[src/rtl/sdcmd_pkg.sv]
package sdcmd_pkg;
  localparam int CRC_W = 7;
  localparam logic [CRC_W-1:0] CRC_POLY = 7'h09;

  localparam logic [1:0] RSP_NONE  = 2'b00;
  localparam logic [1:0] RSP_LONG  = 2'b01;
  localparam logic [1:0] RSP_SHORT = 2'b10;
  localparam logic [1:0] RSP_BUSY  = 2'b11;

  typedef enum logic [2:0] {ST_IDLE, ST_TX, ST_WAIT, ST_RX, ST_BUSY} st_e;

  function automatic logic [CRC_W-1:0] crc7_step(input logic [CRC_W-1:0] c, input logic b);
    logic fb;
    fb = b ^ c[CRC_W-1];
    return {c[CRC_W-2:0], 1'b0} ^ (fb ? CRC_POLY : '0);
  endfunction
endpackage

[src/rtl/sdcmd_tx.sv]
module sdcmd_tx import sdcmd_pkg::*; #(
  parameter int IDX_W = 6,
  parameter int ARG_W = 32
) (
  input  logic             clk_i,
  input  logic             rst_ni,
  input  logic             load_i,
  input  logic [IDX_W-1:0] idx_i,
  input  logic [ARG_W-1:0] arg_i,
  output logic             cmd_o,
  output logic             oe_o,
  output logic             last_o
);
  localparam int BODY_W    = IDX_W + ARG_W + 2;
  localparam int FRAME_LEN = BODY_W + CRC_W + 1;
  localparam int CW        = $clog2(FRAME_LEN);
  localparam logic [CW-1:0] BODY_END = CW'(CRC_W + 1);

  logic              active;
  logic [CW-1:0]     cnt;
  logic [BODY_W-1:0] sh;
  logic [CRC_W-1:0]  crc;

  always_ff @(posedge clk_i or negedge rst_ni) begin
    if (!rst_ni) begin
      active <= 1'b0;
      cnt    <= '0;
      sh     <= '0;
      crc    <= '0;
    end else if (load_i) begin
      active <= 1'b1;
      cnt    <= CW'(FRAME_LEN - 1);
      sh     <= {2'b01, idx_i, arg_i};
      crc    <= '0;
    end else if (active) begin
      if (cnt >= BODY_END) begin
        crc <= crc7_step(crc, sh[BODY_W-1]);
        sh  <= {sh[BODY_W-2:0], 1'b0};
      end else begin
        crc <= {crc[CRC_W-2:0], 1'b0};
      end
      cnt <= cnt - 1'b1;
      if (cnt == '0) active <= 1'b0;
    end
  end

  always_comb begin
    if (!active)               cmd_o = 1'b1;
    else if (cnt >= BODY_END)  cmd_o = sh[BODY_W-1];
    else if (cnt != '0)        cmd_o = crc[CRC_W-1];
    else                       cmd_o = 1'b1;
  end

  assign oe_o   = active;
  assign last_o = active && (cnt == '0);
endmodule

[src/rtl/sdcmd_rx.sv]
module sdcmd_rx import sdcmd_pkg::*; #(
  parameter int IDX_W     = 6,
  parameter int SHORT_LEN = 48,
  parameter int LONG_LEN  = 136
) (
  input  logic                 clk_i,
  input  logic                 rst_ni,
  input  logic                 start_i,
  input  logic                 long_i,
  input  logic                 cmd_i,
  output logic                 done_o,
  output logic                 end_bit_o,
  output logic [CRC_W-1:0]     crc_rx_o,
  output logic [CRC_W-1:0]     crc_calc_o,
  output logic [IDX_W-1:0]     idx_o,
  output logic [LONG_LEN-17:0] body_o
);
  localparam int KEEP_W = LONG_LEN - 8;
  localparam int CW     = $clog2(LONG_LEN);
  localparam logic [CW-1:0] CRC_LO = CW'(CRC_W + 1);
  localparam logic [CW-1:0] CRC_HI = CW'(LONG_LEN - 9);

  logic              active;
  logic [CW-1:0]     cnt;
  logic [KEEP_W-1:0] sh;
  logic [CRC_W-1:0]  crc;

  always_ff @(posedge clk_i or negedge rst_ni) begin
    if (!rst_ni) begin
      active <= 1'b0;
      cnt    <= '0;
      sh     <= '0;
      crc    <= '0;
      done_o <= 1'b0;
    end else if (start_i) begin
      // start bit is 0: leaves a zero CRC state unchanged
      active <= 1'b1;
      cnt    <= long_i ? CW'(LONG_LEN - 2) : CW'(SHORT_LEN - 2);
      sh     <= '0;
      crc    <= '0;
      done_o <= 1'b0;
    end else if (active) begin
      sh <= {sh[KEEP_W-2:0], cmd_i};
      if (cnt >= CRC_LO && cnt <= CRC_HI) crc <= crc7_step(crc, cmd_i);
      cnt    <= cnt - 1'b1;
      active <= (cnt != '0);
      done_o <= (cnt == '0);
    end else begin
      done_o <= 1'b0;
    end
  end

  assign end_bit_o  = sh[0];
  assign crc_rx_o   = sh[CRC_W:1];
  assign crc_calc_o = crc;
  assign idx_o      = sh[SHORT_LEN-3 -: IDX_W];
  assign body_o     = sh[KEEP_W-1:8];
endmodule

[src/rtl/sdcmd_issuer.sv]
module sdcmd_issuer import sdcmd_pkg::*; #(
  parameter int IDX_W    = 6,
  parameter int ARG_W    = 32,
  parameter int RSP_W    = 128,
  parameter int LONG_LEN = 136,
  parameter int TIMEOUT  = 64
) (
  input  logic             clk_i,
  input  logic             rst_ni,
  input  logic             start_i,
  input  logic [IDX_W-1:0] cmd_idx_i,
  input  logic [ARG_W-1:0] cmd_arg_i,
  input  logic [1:0]       rsp_type_i,
  input  logic             idx_chk_i,
  input  logic             crc_chk_i,
  output logic             cmd_o,
  output logic             cmd_oe_o,
  input  logic             cmd_i,
  input  logic             dat0_i,
  output logic             inhibit_o,
  output logic             done_o,
  output logic             err_timeout_o,
  output logic             err_end_o,
  output logic             err_crc_o,
  output logic             err_idx_o,
  output logic [RSP_W-1:0] rsp_o
);
  localparam int SHORT_LEN = IDX_W + ARG_W + 2 + CRC_W + 1;
  localparam int BODY_W    = LONG_LEN - 16;
  localparam int TW        = $clog2(TIMEOUT);

  st_e              st;
  logic [IDX_W-1:0] idx_q;
  logic [1:0]       type_q;
  logic             ichk_q, cchk_q;
  logic [TW-1:0]    tcnt;
  logic             accept, rx_start, tx_last, rx_done, rx_end;
  logic [CRC_W-1:0] rx_crc_field, rx_crc_calc;
  logic [IDX_W-1:0] rx_idx;
  logic [BODY_W-1:0] rx_body;

  assign accept   = (st == ST_IDLE) && start_i;
  assign rx_start = (st == ST_WAIT) && !cmd_i;

  sdcmd_tx #(.IDX_W(IDX_W), .ARG_W(ARG_W)) u_tx (
    .clk_i, .rst_ni,
    .load_i(accept), .idx_i(cmd_idx_i), .arg_i(cmd_arg_i),
    .cmd_o, .oe_o(cmd_oe_o), .last_o(tx_last)
  );

  sdcmd_rx #(.IDX_W(IDX_W), .SHORT_LEN(SHORT_LEN), .LONG_LEN(LONG_LEN)) u_rx (
    .clk_i, .rst_ni,
    .start_i(rx_start), .long_i(type_q == RSP_LONG), .cmd_i,
    .done_o(rx_done), .end_bit_o(rx_end), .crc_rx_o(rx_crc_field),
    .crc_calc_o(rx_crc_calc), .idx_o(rx_idx), .body_o(rx_body)
  );

  always_ff @(posedge clk_i or negedge rst_ni) begin
    if (!rst_ni) begin
      st            <= ST_IDLE;
      idx_q         <= '0;
      type_q        <= RSP_NONE;
      ichk_q        <= 1'b0;
      cchk_q        <= 1'b0;
      tcnt          <= '0;
      done_o        <= 1'b0;
      err_timeout_o <= 1'b0;
      err_end_o     <= 1'b0;
      err_crc_o     <= 1'b0;
      err_idx_o     <= 1'b0;
      rsp_o         <= '0;
    end else begin
      done_o <= 1'b0;
      unique case (st)
        ST_IDLE: if (start_i) begin
          idx_q         <= cmd_idx_i;
          type_q        <= rsp_type_i;
          ichk_q        <= idx_chk_i;
          cchk_q        <= crc_chk_i;
          err_timeout_o <= 1'b0;
          err_end_o     <= 1'b0;
          err_crc_o     <= 1'b0;
          err_idx_o     <= 1'b0;
          st            <= ST_TX;
        end
        ST_TX: if (tx_last) begin
          tcnt <= '0;
          if (type_q == RSP_NONE) begin
            st     <= ST_IDLE;
            done_o <= 1'b1;
          end else begin
            st <= ST_WAIT;
          end
        end
        ST_WAIT: begin
          if (!cmd_i) begin
            st <= ST_RX;
          end else if (tcnt == TW'(TIMEOUT - 1)) begin
            err_timeout_o <= 1'b1;
            done_o        <= 1'b1;
            st            <= ST_IDLE;
          end else begin
            tcnt <= tcnt + 1'b1;
          end
        end
        ST_RX: if (rx_done) begin
          err_end_o <= !rx_end;
          err_crc_o <= cchk_q && (rx_crc_calc != rx_crc_field);
          err_idx_o <= ichk_q && (type_q != RSP_LONG) && (rx_idx != idx_q);
          rsp_o     <= (type_q == RSP_LONG) ? RSP_W'(rx_body) : RSP_W'(rx_body[ARG_W-1:0]);
          if (type_q == RSP_BUSY) begin
            st <= ST_BUSY;
          end else begin
            st     <= ST_IDLE;
            done_o <= 1'b1;
          end
        end
        ST_BUSY: if (dat0_i) begin
          st     <= ST_IDLE;
          done_o <= 1'b1;
        end
        default: st <= ST_IDLE;
      endcase
    end
  end

  assign inhibit_o = (st != ST_IDLE);
endmodule

[config.mk]
export PLATFORM = sky130hd
export DESIGN_NAME = sdcmd_issuer
export DESIGN_NICKNAME = d
export VERILOG_FILES = /design/src/rtl/sdcmd_pkg.sv /design/src/rtl/sdcmd_tx.sv /design/src/rtl/sdcmd_rx.sv /design/src/rtl/sdcmd_issuer.sv
export SDC_FILE = /design/constraint.sdc
export NUM_CORES = 1
export LEC_CHECK = 0
export BUFFER_PORTS_ARGS = -buffer_cell sky130_fd_sc_hd__clkbuf_2
export CORE_AREA = 4 4 158 160
export DETAILED_ROUTE_END_ITERATION = 10
export DIE_AREA = 0 0 162 164
export PLACE_DENSITY = 0.84
export SKIP_LAST_GASP = 1
export SYNTH_ARGS = -nofsm -noshare
export SYNTH_HDL_FRONTEND = slang
export SYNTH_SLANG_ARGS = --single-unit
export TNS_END_PERCENT = 1
[constraint.sdc]
create_clock -name clk_i -period 3.3 [get_ports clk_i]
set_input_delay 0.165 -clock clk_i [delete_from_list [all_inputs] [get_ports clk_i]]
set_output_delay 0.165 -clock clk_i [all_outputs]
set_load 0.02 [all_outputs]
Word-level counts from Yosys, hierarchy flattened
Index checks and enable logic that the tools add are counted.
{"block": "op_classes", "n_addsub": 3, "magnitude_cmp": 3, "eq_ne": 18, "muxes": 60, "n_bitwise": 4, "reduce_logical": 31}
{"operator": "$mux 128", "n": 2}
{"operator": "$mux 120", "n": 1}
{"operator": "$mux 40", "n": 3}
{"operator": "$mux 7", "n": 6}
{"operator": "$mux 6", "n": 5}
{"operator": "$mux 8", "n": 3}
{"operator": "$mux 1", "n": 23}
{"operator": "$mux 3", "n": 7}
{"operator": "$pmux 3 s5", "n": 1}
{"operator": "$reduce_bool 2->1", "n": 7}
{"operator": "$xor 7x7->7", "n": 2}
{"operator": "$pmux 6 s2", "n": 1}
{"operator": "$ne 2x2->1 const B", "n": 5}
{"operator": "$ge 8x4->1 const B", "n": 1}
{"operator": "$le 8x7->1 const B", "n": 1}
{"operator": "$logic_not 8->1", "n": 1}
{"operator": "$mux 4", "n": 2}
{"operator": "$pmux 1 s2", "n": 4}
{"operator": "$reduce_and 2->1", "n": 4}
{"operator": "$reduce_and 4->1", "n": 2}
{"operator": "$reduce_bool 8->1", "n": 1}
{"operator": "$sub 8x1->8 const B", "n": 1}
{"operator": "$logic_and 1x1->1", "n": 7}
{"operator": "$ne 7x7->1", "n": 1}
{"operator": "23 further kinds", "n": 28}
{"block": "totals", "regBits": 351, "in_bits": 47, "out_inout_bits": 136, "elab_cells": 140}

Logic depth before layout (Yosys ltp)
Gate-level depths: netlist of run 1.
{"block": "depth", "ltp_word": 6, "depth_mapped": 7, "ltp_nobuf": 6}

By module
Synthesis of run 1 repeated with hierarchy kept, for this count alone.
{"block": "hier_totals", "hier_cells": 1361, "area_unflattened_um2": 14492.6}
{"module": "sdcmd_issuer", "n_inst": 1, "cells_each": 608, "area_per_inst_um2": 6025.8, "seq_area_each_um2": 3603.5}
{"module": "sdcmd_rx", "n_inst": 1, "cells_each": 506, "area_per_inst_um2": 6012.0, "seq_area_each_um2": 3628.5}
{"module": "sdcmd_tx", "n_inst": 1, "cells_each": 247, "area_per_inst_um2": 2454.9, "seq_area_each_um2": 1351.3}

Least setup slack after synthesis of run 1
Ideal clock, no wire load.
{"block": "synth_path", "kind": "reg-to-reg", "start": "register st[0]", "end": "register rsp_o[28]", "setup_ns": 0.125, "arrival_ns": 1.525, "required_ns": 3.175, "setup_slack_ns": 1.650, "stages_incl_launch_ff": 7, "path_buffers": 3, "period_less_slack_ns": 1.650, "cell_sequence": "dfrtp_1 -> and3b_1 -> nand2_1 -> buf_2 -> buf_2 -> buf_2 -> mux2_2"}
{"block": "synth_between", "elab_chain_cells": 2}
{"item": "start: declaration", "line_no": "sdcmd_issuer.sv:32", "source": "st_e st;"}
{"item": "start signal: assignment", "line_no": "sdcmd_issuer.sv:60", "source": "st <= ST_IDLE;"}
{"item": "start signal: assignment", "line_no": "sdcmd_issuer.sv:84", "source": "st <= ST_TX;"}
{"item": "start signal: assignment", "line_no": "sdcmd_issuer.sv:89", "source": "st <= ST_IDLE;"}
{"item": "$eq 3x2->1", "line_no": "sdcmd_issuer.sv:74", "source": "unique case (st)"}
{"item": "$reduce_and 2->1 (no source line)"}
{"item": "end signal: assignment", "line_no": "sdcmd_issuer.sv:110", "source": "rsp_o <= (type_q == RSP_LONG) ? RSP_W'(rx_body) : RSP_W'(rx_body[ARG_W-1:0]);"}
{"item": "end: declaration", "line_no": "sdcmd_issuer.sv:26", "source": "output logic [RSP_W-1:0] rsp_o"}
No other way between the ends.
A chain may end at the register's enable or synchronous reset.

Final worst setup path of run 1
{"block": "layout_path", "start": "register st[2]", "end": "register u_tx.sh[13]"}
{"block": "layout_between", "elab_chain_cells": 4, "word_cells_on_any_way": 6, "cone_classes": "mux (1); reduce/logical (5)"}
{"item": "$logic_not 3->1 *", "line_no": "sdcmd_issuer.sv:42", "source": "assign accept = (st == ST_IDLE) && start_i;"}
{"item": "$logic_and 1x1->1 *", "line_no": "sdcmd_issuer.sv:42"}
{"item": "$reduce_bool 2->1 (no source line)"}
{"item": "$reduce_and 2->1 (no source line)"}
{"item": "end signal: assignment", "line_no": "sdcmd_tx.sv:33", "source": "sh <= {2'b01, idx_i, arg_i};"}
{"item": "end signal: assignment", "line_no": "sdcmd_tx.sv:38", "source": "sh <= {sh[BODY_W-2:0], 1'b0};"}
{"item": "end: declaration", "line_no": "sdcmd_tx.sv:21", "source": "logic [BODY_W-1:0] sh;"}
Mark *: on every way between the ends. The rest lies on a longest branch, timed or not.

==> reports/metrics.cfg, run 1 <==
[placed_design]
io_buffers = 174
finalWeightedCongestion = 0.8172
place_hpwl_um = 17690
dp_cells = 1758

[yosys]
synth-edff-count = 0
synth_cell_types = 47
ys.warnings.count = 0
syn_area_per_cell_um2 = 10.77
synth.area.top_cells = dfrtp_1, mux2i_1, nand2_1
syn-cell-area_mm2 = 0.01440
ys_seq_elements = 343
seq_area_frac_synth_pct = 59.62
synthFlopType = dfrtp_1
yosysTopAreaCellShare_pct = 59.62
synth_area_leader_cell = dfrtp_1
async_reset_ff_share_pct = 100.0
synth_cells = 1337

[finish]
area_growth_pct = 18.00
final_layout_size_suffix_gt1_share_pct = 18.48
final_util_pct = 72.59
final_cells = 1861
n_antenna_cell = 0
finalNetCount = 1571

[power]
pwr-share-clk_pct = 27.7
peakVddDrop_mv = 0.5769
p_seq_share_pct = 47.2
p_sw_share_pct = 33.21
power_frac_comb_pct = 25.2
powerDensity_mw_per_mm2 = 815.3
p_int_uw = 9251
p_leak_uw = 0.009073
power_switching_uw = 4600

[floorplan]
start_util_pct = 61.52
die_x_um = 162
io_pins = 183
core_region_area_mm2 = 0.02340
row_count = 56
die-area_mm2 = 0.02657
fp.dieH_um = 164

[route]
viasPerCell = 5.437
vias = 10120
antenna_left = 0
dr.pass1.iters = 5
drtIter0Drc = 679
wirelength_um = 29920
drt-wirelength-per-cell_um = 16.08
drcViolationCount = 0

[global_routing]
track_usage_pct = 22.94
grt_max_degree = 137
first_global_vias = 10300
grt_pass1_wl_um = 50630
grt_overflow = 0
antenna_found_initial = 1

[setup_path]
end_kind = flip-flop
arrival_ps = 2570
crit_path_start_kind = flip-flop
crit_buf_inv = 1
critical-path-top-delay-family = simple AND/OR/NAND/NOR gates
setup.worst_path.class = flip-flop to flip-flop
cpMaxStageDelayCell = and2_2
critPathMaxFanout = 51
cp_data_required_time_ps = 3700
path_cells = nor3_1 > and2_2 > buf_12 > nand2_1 > o21ai_0
crit_path_max_incr_delay_ps = 630

[cts]
clk_latency_ps = 500
cts_tree = yes
cts_resized = 0
clk_pin_slew_ps = 60
cts_buffer_depth = 3
cts_buffers = 35
numClockSinks = 343
post-cts-setup-buffer-count = 0
htreeDepth = 2
clockRootBuffer = clkbuf_16

[sta]
finalSetupViolCount = 0
period_minus_slack_ps = 2164
clock_skew_ps = 9.325
period_share_pct = 65.56
rsz0062_at_grt = no
fin_tns_setup_ps = 0
worst_slew_pin_slew_ps = 924.6
timing.fmax_mhz = 462.2
relSlewSlack_pct = 38.36
report.final.slew_viol_count = 0
finalHoldViolations = 0

[outcome]
status = finished clean

[run]
cap_violations = 0

[hold_path]
hp-class = primary input to flip-flop

stage by stage:
step	worst slack [ps]	power (uW)	hold slack, ps	area, um2
6_report	1136	13850	113.4	16990
4_1_cts	1123	13910	96.01	16990
3_5_place_dp	1148	9977	236.8	15440
5_1_grt	989.1	14720	124.5	16990
2_1_floorplan	1650	9020	-130.6	14420
3_3_place_gp	1226	9750	234.3	15440
cell families (layout without fill, tap and decap cells):
| group | Yosys count | count (layout) | synth area share (%) |
|---|---|---|---|
| adders and majority gates | 5 | 5 | 0.4345 |
| buffers and inverters | 105 | 303 | 3.607 |
| muxes | 209 | 209 | 14.81 |
| AOI/OAI and AO/OA | 167 | 167 | 6.257 |
| xor gates and xnor gates | 27 | 27 | 1.643 |
| other | 1 | 8 | 0.02605 |
| DFF | 343 | 343 | 59.62 |
| and+or+nand+nor | 480 | 480 | 13.61 |
cells in the mapped netlist, types with 2 or more instances:
| master | count |
|---|---|
| a21o_1 | 2 |
| a21oi_1 | 6 |
| a31oi_1 | 5 |
| and3_1 | 4 |
| buf_2 | 52 |
| buf_4 | 14 |
| clkbuf_1 | 27 |
| dfrtp_1 | 343 |
| ha_1 | 5 |
| inv_1 | 10 |
| mux2_2 | 32 |
| mux2i_1 | 177 |
| nand2_1 | 267 |
| nand2b_1 | 3 |
| nand3_1 | 7 |
| nand4_1 | 5 |
| nor2_1 | 158 |
| nor2b_1 | 3 |
| nor3_1 | 11 |
| nor3b_1 | 4 |
| nor4_1 | 2 |
| nor4b_1 | 3 |
| o211ai_1 | 5 |
| o21ai_0 | 138 |
| o31ai_1 | 3 |
| or3_1 | 2 |
| or3b_2 | 2 |
| or4_1 | 3 |
| xnor2_1 | 18 |
| xor2_1 | 9 |
flip-flops by register name, summed over array words and instances, names as in the netlist, 2 cells and up:
name and flops:
u_rx.cnt 8, u_tx.sh 40, tcnt 6, u_tx.crc 7, rsp_o 120, type_q 2, u_tx.cnt 6, st 3
idx_q 6, u_rx.crc_calc_o 7, u_rx.sh 128
layout make-up:
class	instances	area [um2]
Clock buffer	53	1056
Clock inverter	7	62.56
Fill cell	1623	6414
Inverter	10	37.54
Multi-Input combinational cell	896	5340
Sequential cell	343	8587
Tap cell	319	399.1
Timing Repair Buffer	233	1506
cell usage in the layout (no fill, tap or decap), types with 7 or more instances in the layout:
cell             n
dfrtp_1        342
nand2_1        265
mux2i_1        177
clkbuf_2       173
nor2_1         158
o21ai_0        138
dlygate4sd3_1   43
clkbuf_16       37
mux2_2          32
xnor2_1         18
nor3_1          11
inv_1           10
buf_4           10
xor2_1           9
clkbuf_1         9
conb_1           8
nand3_1          7
clkbuf_8         7
metal layers:
metal  vias up  wire length, um  global-route usage (%)
li1       4804                -                       -
met3        76             1553                   4.241
met4         2              828                   7.689
met1      4969            13090                   30.95
met2       268            14440                   38.17
met5         -                8                       0
tightest hold or removal path, stage by stage:
cell and delay, ps:
clkbuf_2 130, nor4b_1 80, a41o_1 200
power by group through the flow:
stage | Sequential (uW) | Combinational, uW | Clock, uW
after floorplan | 6260 | 2760 | 0
after global placement | 6490 | 3260 | 0
after detailed placement | 6550 | 3430 | 0
after CTS | 6510 | 3510 | 3890
after global routing | 6710 | 3920 | 4090
final | 6530 | 3490 | 3830
timing repair:
action / in CTS / in global routing
setup endpoints to repair: 0 / 0
hold buffers: 43 / 0
hold endpoints to repair: 133 / 0
worst paths after layout:
kind,start,end,slack [ps],depth (start not counted)
max in group asynchronous,rst_ni,u_rx.sh[18]$_DFFE_PN0P_,2040,3
min in group asynchronous,rst_ni,rsp_o[95]$_DFFE_PN0P_,280,2
hold / removal,dat0_i,st[2]$_DFFE_PN0P_,110,3
hold reg to reg,rsp_o[94]$_DFFE_PN0P_,rsp_o[94]$_DFFE_PN0P_,470,2
setup / recovery,st[2]$_DFFE_PN0P_,u_tx.sh[13]$_DFFE_PN0P_,1140,5
setup reg to reg,st[2]$_DFFE_PN0P_,u_tx.sh[13]$_DFFE_PN0P_,1140,5
No activity file was read; power rests on OpenSTA's default activity.
==> inputs of run 2 (changes only) <==
--- a/config.mk
+++ b/config.mk
@@ -5,11 +5,12 @@
 export SDC_FILE = /design/constraint.sdc
 export NUM_CORES = 1
 export LEC_CHECK = 0
+export ABC_AREA = 1
 export BUFFER_PORTS_ARGS = -buffer_cell sky130_fd_sc_hd__clkbuf_2
-export CORE_AREA = 4 4 158 160
+export CORE_AREA = 4 4 161 163
 export DETAILED_ROUTE_END_ITERATION = 10
-export DIE_AREA = 0 0 162 164
-export PLACE_DENSITY = 0.84
+export DIE_AREA = 0 0 165 167
+export PLACE_DENSITY = 0.79
 export SKIP_LAST_GASP = 1
 export SYNTH_ARGS = -nofsm -noshare
 export SYNTH_HDL_FRONTEND = slang
==> constraint.sdc (replaced) <==
create_clock -name clk_i -period 2.12 [get_ports clk_i]
set_input_delay 0.106 -clock clk_i [delete_from_list [all_inputs] [get_ports clk_i]]
set_output_delay 0.106 -clock clk_i [all_outputs]
set_load 0.02 [all_outputs]
==> run 2 against run 1 <==
Against the previous run: critical path depth up 1; clock skew up 5.9 ps; via count is 5.6% higher; clock-buffer cell count decreased by 4; cell count is 4.7% higher; worst setup slack lost 930 ps; combinational power grew 72%; utilization shrank 3.6 points; area after synthesis down 2.5%; critical path type is now flip-flop to output port; largest cell class unchanged.
==> reports/metrics.cfg, run 2 <==
[outcome]
status = finished clean  ; unchanged

[yosys]
synthFlopType = dfrtp_1  ; unchanged
ys_seq_elements = 343  ; unchanged
synth-edff-count = 0  ; unchanged
synth.area.top_cells = dfrtp_1, nand2_1, inv_1  ; was dfrtp_1, mux2i_1, nand2_1
synth_cell_types = 36  ; was 47
seq_area_frac_synth_pct = 61.15  ; was 59.62%
async_reset_ff_share_pct = 100.0  ; unchanged
synth_commonest_cells = dfrtp_1, nand2_1, inv_1, o22ai_1, o31ai_1  ; was dfrtp_1, nand2_1, mux2i_1, nor2_1, o21ai_0
ys.warnings.count = 0  ; unchanged
synth_most_common_cell = dfrtp_1  ; unchanged
synth_cells = 1398  ; was 1,337
yosysTopAreaCellShare_pct = 61.15  ; was 59.62%
syn-cell-area_mm2 = 0.01404  ; was 0.01440 mm2
synth_area_leader_cell = dfrtp_1  ; unchanged
syn_area_per_cell_um2 = 10.04  ; was 10.77 um2

[cts]
clk_pin_slew_ps = 60  ; about the same
cts_hold_buf = 45  ; was 43
clockRootBuffer = clkbuf_16  ; unchanged
clk_latency_ps = 510  ; was 500 ps
cts_buffer_depth = 3  ; unchanged
cts_buffers = 35  ; unchanged
numClockSinks = 343  ; unchanged
post-cts-setup-buffer-count = 0  ; unchanged
cts_resized = 0  ; unchanged
cts_tree = yes  ; unchanged
htreeDepth = 2  ; unchanged

[floorplan]
start_util_pct = 57.72  ; was 61.52%
row_count = 57  ; was 56
fp.dieH_um = 167  ; was 164 um
io_pins = 183  ; unchanged
core_region_area_mm2 = 0.02432  ; was 0.02340 mm2
die-area_mm2 = 0.02756  ; was 0.02657 mm2
die_x_um = 165  ; was 162 um

[setup_path]
crit_path_max_incr_delay_ps = 400  ; was 630 ps
cpMostUsedCell = nand2_1
cpMaxStageDelayCell = dfrtp_1  ; was and2_2
end_kind = output port  ; was flip-flop
critPathMaxFanout = 6  ; was 51
arrival_ps = 1810  ; was 2570 ps
path_cells = nor2_2 > nand2_1 > nand2_1 > nor3b_1 > inv_1 > clkbuf_2  ; was nor3_1 > and2_2 > buf_12 > nand2_1 > o21ai_0
setup.worst_path.class = flip-flop to output port  ; was flip-flop to flip-flop
crit_path_start_kind = flip-flop  ; unchanged
cp_data_required_time_ps = 2010  ; was 3700 ps

[placed_design]
place_hpwl_um = 19420  ; was 17,690 um
io_buffers = 174  ; unchanged
finalWeightedCongestion = 0.8480  ; was 0.8172
dpl_cell_area_mm2 = 0.01518  ; was 0.01544 mm2

[global_routing]
grt_overflow = 0  ; unchanged
antenna_found_initial = 1  ; unchanged
grt_max_degree = 109  ; was 137
first_global_vias = 10600  ; was 10,300
grt_pass1_wl_um = 53110  ; was 50,630 um
track_usage_pct = 23.32  ; was 22.94%

[hold_path]
hp-class = primary input to asynchronous set/reset pin  ; was primary input to flip-flop

[power]
powerDensity_mw_per_mm2 = 1252  ; was 815.3 mW/mm2
p_leak_uw = 0.008146  ; was 0.009073 uW
peakVddDrop_mv = 0.8602  ; was 0.5769 mV
power_uw = 21000  ; was 13,850 uW

[run]
cap_violations = 0  ; unchanged

[sta]
finalSetupViolCount = 0  ; unchanged
period_share_pct = 90.42
clock_skew_ps = 15.20  ; was 9.325 ps
fin_tns_setup_ps = 0  ; unchanged
report.final.slew_viol_count = 0  ; unchanged
finalHoldViolations = 0  ; unchanged
period_minus_slack_ps = 1917
rsz0062_at_grt = no  ; unchanged
timing.fmax_mhz = 521.7

[finish]
finalNetCount = 1651  ; was 1,571
layout_common_cells = dfrtp_1, nand2_1, inv_1  ; was dfrtp_1, nand2_1, mux2i_1
reg_top3 = u_rx.sh x128, rsp_o x120, u_tx.sh x40  ; unchanged
largest_reg_flops = 128  ; unchanged
multiInputGateArea_mm2 = 0.004232  ; was 0.005340 mm2
largest_register = u_rx.sh  ; unchanged
fin_area_mm2 = 0.01678  ; was 0.01699 mm2
layout_commonest_cell = dfrtp_1  ; unchanged
final_layout_size_suffix_gt1_share_pct = 17.80  ; was 18.48%
fillCellCount = 1790  ; was 1,623
area_growth_pct = 19.54  ; was 18.00%
seqCellArea_mm2 = 0.008583  ; was 0.008587 mm2

[route]
route.met2.wl_um = 15620  ; was 14,440 um
drt-met1-wl_um = 13460  ; was 13,090 um
wirelength_um = 31870  ; was 29,920 um
dr.pass1.iters = 7  ; was 5
drtIter0Drc = 887  ; was 679
vias = 10690  ; was 10,120
top_layer_used = met4  ; was met5
viasPerCell = 5.482  ; was 5.437
antenna_left = 0  ; unchanged
wl_met3_um = 1835  ; was 1553 um
drt-wirelength-per-cell_um = 16.35  ; was 16.08 um
drcViolationCount = 0  ; unchanged

[run 2: cell count changes in the layout (fill, tap and decap cells not counted), sizes merged, moves of 8 or more]
cell and change:
o211ai +11, nand3 +47, buf +8, o21ai -63, mux2 -32, o31ai +84, nor2 -118, o22ai +131
mux2i -177, nand2 +44, inv +187, xnor2 -12
[run 2: path summary, 6_finish.rpt]
path	from	to	slack, ps	depth (start not counted)
min in group clk_i	start_i	err_timeout_o$_DFFE_PN0P_	130	5
hold reg to reg	err_idx_o$_DFFE_PN0P_	err_idx_o$_DFFE_PN0P_	480	2
hold / removal	rst_ni	rsp_o[74]$_DFFE_PN0P_	120	2
setup reg to reg	st[1]$_DFFE_PN0P_	rsp_o[106]$_DFFE_PN0P_	270	5
setup / recovery	u_tx.cnt[4]$_DFFE_PN0P_	cmd_o	200	6
max in group asynchronous	rst_ni	idx_q[4]$_DFFE_PN0P_	1190	3
[run 2: layout make-up]
class / instances / share of cell area (%)
diodes: 1 / 0.01491
clock buffers: 49 / 5.891
clock inverters: 13 / 0.9395
inverters: 195 / 4.392
multi-input cells: 781 / 25.22
flip-flops and latches: 343 / 51.15
well taps: 324 / 2.416
repair buffers: 243 / 9.977
[run 2: critical path, delay by kind of cell, from the launching register on]
kind,cells,cell delay [ps]
simple gates,4,690
flops,1,400
buf+inv,2,210
[run 2: cells by family (layout without fill, tap and decap cells)]
kind of cell	count (synthesis)	count (layout)	share of synthesized area (%)
compound gates	330	330	15.81
xor+xnor	15	15	0.9359
fa+ha+maj	5	5	0.4457
buf+inv	281	500	9.011
flops	343	343	61.15
other cells	1	9	0.02671
simple gates	423	423	12.62
[run 2: stage by stage]
step / setup WS, ps / instances / hold slack [ps] / util, %
global route: 102.3 / 1949 / 145.6 / 69.00
floorplan: 628.9 / 1405 / -189.6 / -
global placement: 436.8 / 1841 / 77.44 / 62.42
finish: 203.2 / 1949 / 120.4 / 69.00
CTS: 182.6 / 1948 / 110.3 / 68.99
detailed placement: 322.5 / 1841 / 77.19 / 62.42
[run 2: power by group]
part	total [uW]	internal (uW)	switching, uW
clock	6090	3640	2450
combinational	6000	2010	3990
sequential	8910	8100	815
[run 2: metal layers]
layer	up-vias	GRT usage, %
li1	5055	-
met5	-	0
met2	368	38.14
met1	5185	31.88
met4	0	7.848
met3	77	3.880
==> inputs of run 3 (changes only) <==
==> constraint.sdc (replaced) <==
create_clock -name clk_i -period 2 [get_ports clk_i]
set_input_delay 0.1 -clock clk_i [delete_from_list [all_inputs] [get_ports clk_i]]
set_output_delay 0.1 -clock clk_i [all_outputs]
set_load 0.02 [all_outputs]
==> run 3 against run 2 <==
Against the previous run: sequential cell count unchanged; cell count about the same; clock skew increased by 5.0 ps; worst setup slack got worse by 80 ps; clock-buffer cell count increased by 6; design area increased by 0.52%; via count increased by 1.2%; total power increased by 8.0%; critical path depth increased by 1; register-to-register slack got worse by 150 ps; hold slack got worse by 54 ps; largest power group unchanged; highest routed layer unchanged.
==> reports/metrics.cfg, run 3 (synthesis gave the netlist of run 2 again) <==
[outcome]
status = finished clean  ; unchanged

[finish]
largest_reg_flops = 128  ; unchanged
area_growth_pct = 20.16  ; was 19.54%
n_antenna_cell = 0  ; was 1
finalNetCount = 1652  ; was 1,651
reg_top3 = u_rx.sh x128, rsp_o x120, u_tx.sh x40  ; unchanged
layout_common_cells = dfrtp_1, nand2_1, inv_1  ; unchanged
layout_commonest_cell = dfrtp_1  ; unchanged
largest_register = u_rx.sh  ; unchanged
final_layout_size_suffix_gt1_share_pct = 17.84  ; was 17.80%

[route]
vias = 10810  ; was 10,690
antenna_left = 0  ; unchanged
wirelength_um = 31870  ; about the same
drt-wirelength-per-cell_um = 16.34  ; was 16.35 um
drcViolationCount = 0  ; unchanged
drtIter0Drc = 924  ; was 887
viasPerCell = 5.543  ; was 5.482
dr.pass1.iters = 7  ; unchanged

[sta]
finalHoldViolations = 0  ; unchanged
clock_skew_ps = 20.22  ; was 15.20 ps
timing.fmax_mhz = 532.9
period_share_pct = 93.82
period_minus_slack_ps = 1876
setup_ws_ps = 123.6  ; was 203.2 ps
fin_tns_setup_ps = 0  ; unchanged
rsz0062_at_grt = no  ; unchanged
report.final.slew_viol_count = 0  ; unchanged
finalSetupViolCount = 0  ; unchanged

[setup_path]
setup.worst_path.class = flip-flop to flip-flop  ; was flip-flop to output port
critPathMaxFanout = 14  ; was 6
cpMostUsedCell = nand2_1  ; unchanged
worst_r2r_startpoint = st[1]$_DFFE_PN0P_  ; unchanged
r2r-end = u_tx.crc[3]$_DFFE_PN0P_  ; was rsp_o[106]$_DFFE_PN0P_
crit_path_start_kind = flip-flop  ; unchanged
cp-startpoint = st[1]$_DFFE_PN0P_  ; was u_tx.cnt[4]$_DFFE_PN0P_
path_cells = nor2_1 > nand3_2 > buf_4 > nand2_1 > inv_1 > nand2_1 > o21ai_0  ; was nor2_2 > nand2_1 > nand2_1 > nor3b_1 > inv_1 > clkbuf_2
arrival_ps = 2270  ; was 1810 ps
endpoint = u_tx.crc[3]$_DFFE_PN0P_  ; was cmd_o
crit_buf_inv = 2  ; unchanged
end_kind = flip-flop  ; was output port
reg2reg_slack_ps = 120  ; was 270 ps
crit_path_max_incr_delay_ps = 450  ; was 400 ps
path_depth = 7  ; was 6
cp_data_required_time_ps = 2400  ; was 2010 ps
cpMaxStageDelayCell = dfrtp_1  ; unchanged
critical-path-top-delay-family = simple AND/OR/NAND/NOR gates  ; unchanged
r2r_cells = 7  ; was 5

[cts]
numClockSinks = 343  ; unchanged
clk_latency_ps = 520  ; was 510 ps
cts_tree = yes  ; unchanged
cts_buffers = 36  ; was 35
clockRootBuffer = clkbuf_16  ; unchanged
htreeDepth = 2  ; unchanged
clk_pin_slew_ps = 60  ; about the same
cts_buffer_depth = 3  ; unchanged
post-cts-setup-buffer-count = 0  ; unchanged

[power]
powerDensity_mw_per_mm2 = 1345  ; was 1252 mW/mm2
p_leak_uw = 0.008192  ; was 0.008146 uW
peakVddDrop_mv = 0.6949  ; was 0.8602 mV

[global_routing]
track_usage_pct = 23.17  ; was 23.32%
grt_pass1_wl_um = 52780  ; was 53,110 um
first_global_vias = 10620  ; was 10,600
grt_max_degree = 121  ; was 109
grt_overflow = 0  ; unchanged
antenna_found_initial = 0  ; was 1

[floorplan]
fp.dieH_um = 167  ; unchanged
io_pins = 183  ; unchanged
core_region_area_mm2 = 0.02432  ; unchanged
row_count = 57  ; unchanged
start_util_pct = 57.72  ; unchanged
die_x_um = 165  ; unchanged
die-area_mm2 = 0.02756  ; unchanged

[placed_design]
place_ws_ps = 168.0  ; was 322.5 ps
io_buffers = 174  ; unchanged
place_hpwl_um = 19390  ; was 19,420 um
finalWeightedCongestion = 0.8390  ; was 0.8480

[hold_path]
hp-class = primary input to flip-flop  ; was primary input to asynchronous set/reset pin

[run]
cap_violations = 0  ; unchanged

[run 3: cell count changes in the layout (fill, tap and decap cells not counted), sizes merged]
cell / before / now
diode: 1 / 0
clkinv: 7 / 6
clkinvlp: 1 / 0
clkbuf: 222 / 228
bufinv: 3 / 4
inv: 197 / 194
[run 3: layer usage]
| layer | GRT usage (%) | vias up | wire [um] |
|---|---|---|---|
| met3 | 3.707 | 75 | 1927 |
| met2 | 37.62 | 385 | 15500 |
| met4 | 7.848 | 0 | 901 |
| met5 | 0 | - | 0 |
| li1 | - | 5061 | - |
| met1 | 32.01 | 5287 | 13550 |
[run 3: repair_timing]
item	4_1_cts	5_1_grt
endpoints found under the hold margin	335	0
hold buffers	45	0
endpoints found under the setup margin	0	1
gates resized for setup	0	2
[run 3: power breakdown]
part	leakage, uW	switching (uW)	internal, uW	total, uW
Clock	0.000609	2620	4260	6880
Sequential	0.00462	872	8580	9460
Combinational	0.00297	4230	2120	6350
Total	0.00819	7720	15000	22700
[run 3: worst min-delay path by stage]
stage | to | startpoint | depth (start not counted) | slack, ps
2_1_floorplan | cchk_q$_DFFE_PN0P_ | rst_ni | 0 | -200
3_3_place_gp | rsp_o[74]$_DFFE_PN0P_ | rst_ni | 1 | 60
3_5_place_dp | rsp_o[74]$_DFFE_PN0P_ | rst_ni | 1 | 60
4_1_cts | cchk_q$_DFFE_PN0P_ | start_i | 4 | 70
5_1_grt | ichk_q$_DFFE_PN0P_ | start_i | 4 | 110
6_report | cchk_q$_DFFE_PN0P_ | start_i | 4 | 70
[run 3: layout make-up]
cell class                 count  area [um2]
multi-input combinational    781        4239
clock inverter                 9       156.4
inverter                     195       737.0
tap                          324       405.4
timing repair buffer         243        1662
clock buffer                  55        1085
fill                        1718        7452
sequential                   343        8583
[run 3: tightest hold or removal path, cell delays in order]
cell and delay (ps):
clkbuf_2 100, nand3_2 220, nand2_1 80, nand2_1 50
[run 3: through the flow]
step | instances | utilization, % | hold slack (ps) | power (uW) | cell area (um2)
after floorplan | 1405 | - | -195.6 | 13970 | 14060
after CTS | 1950 | 69.33 | 69.55 | 22730 | 16860
final | 1950 | 69.36 | 66.80 | 22690 | 16870
after detailed placement | 1841 | 62.37 | 58.90 | 15670 | 15170
after global routing | 1950 | 69.36 | 114.7 | 24020 | 16870
after global placement | 1841 | 62.37 | 63.74 | 15380 | 15170
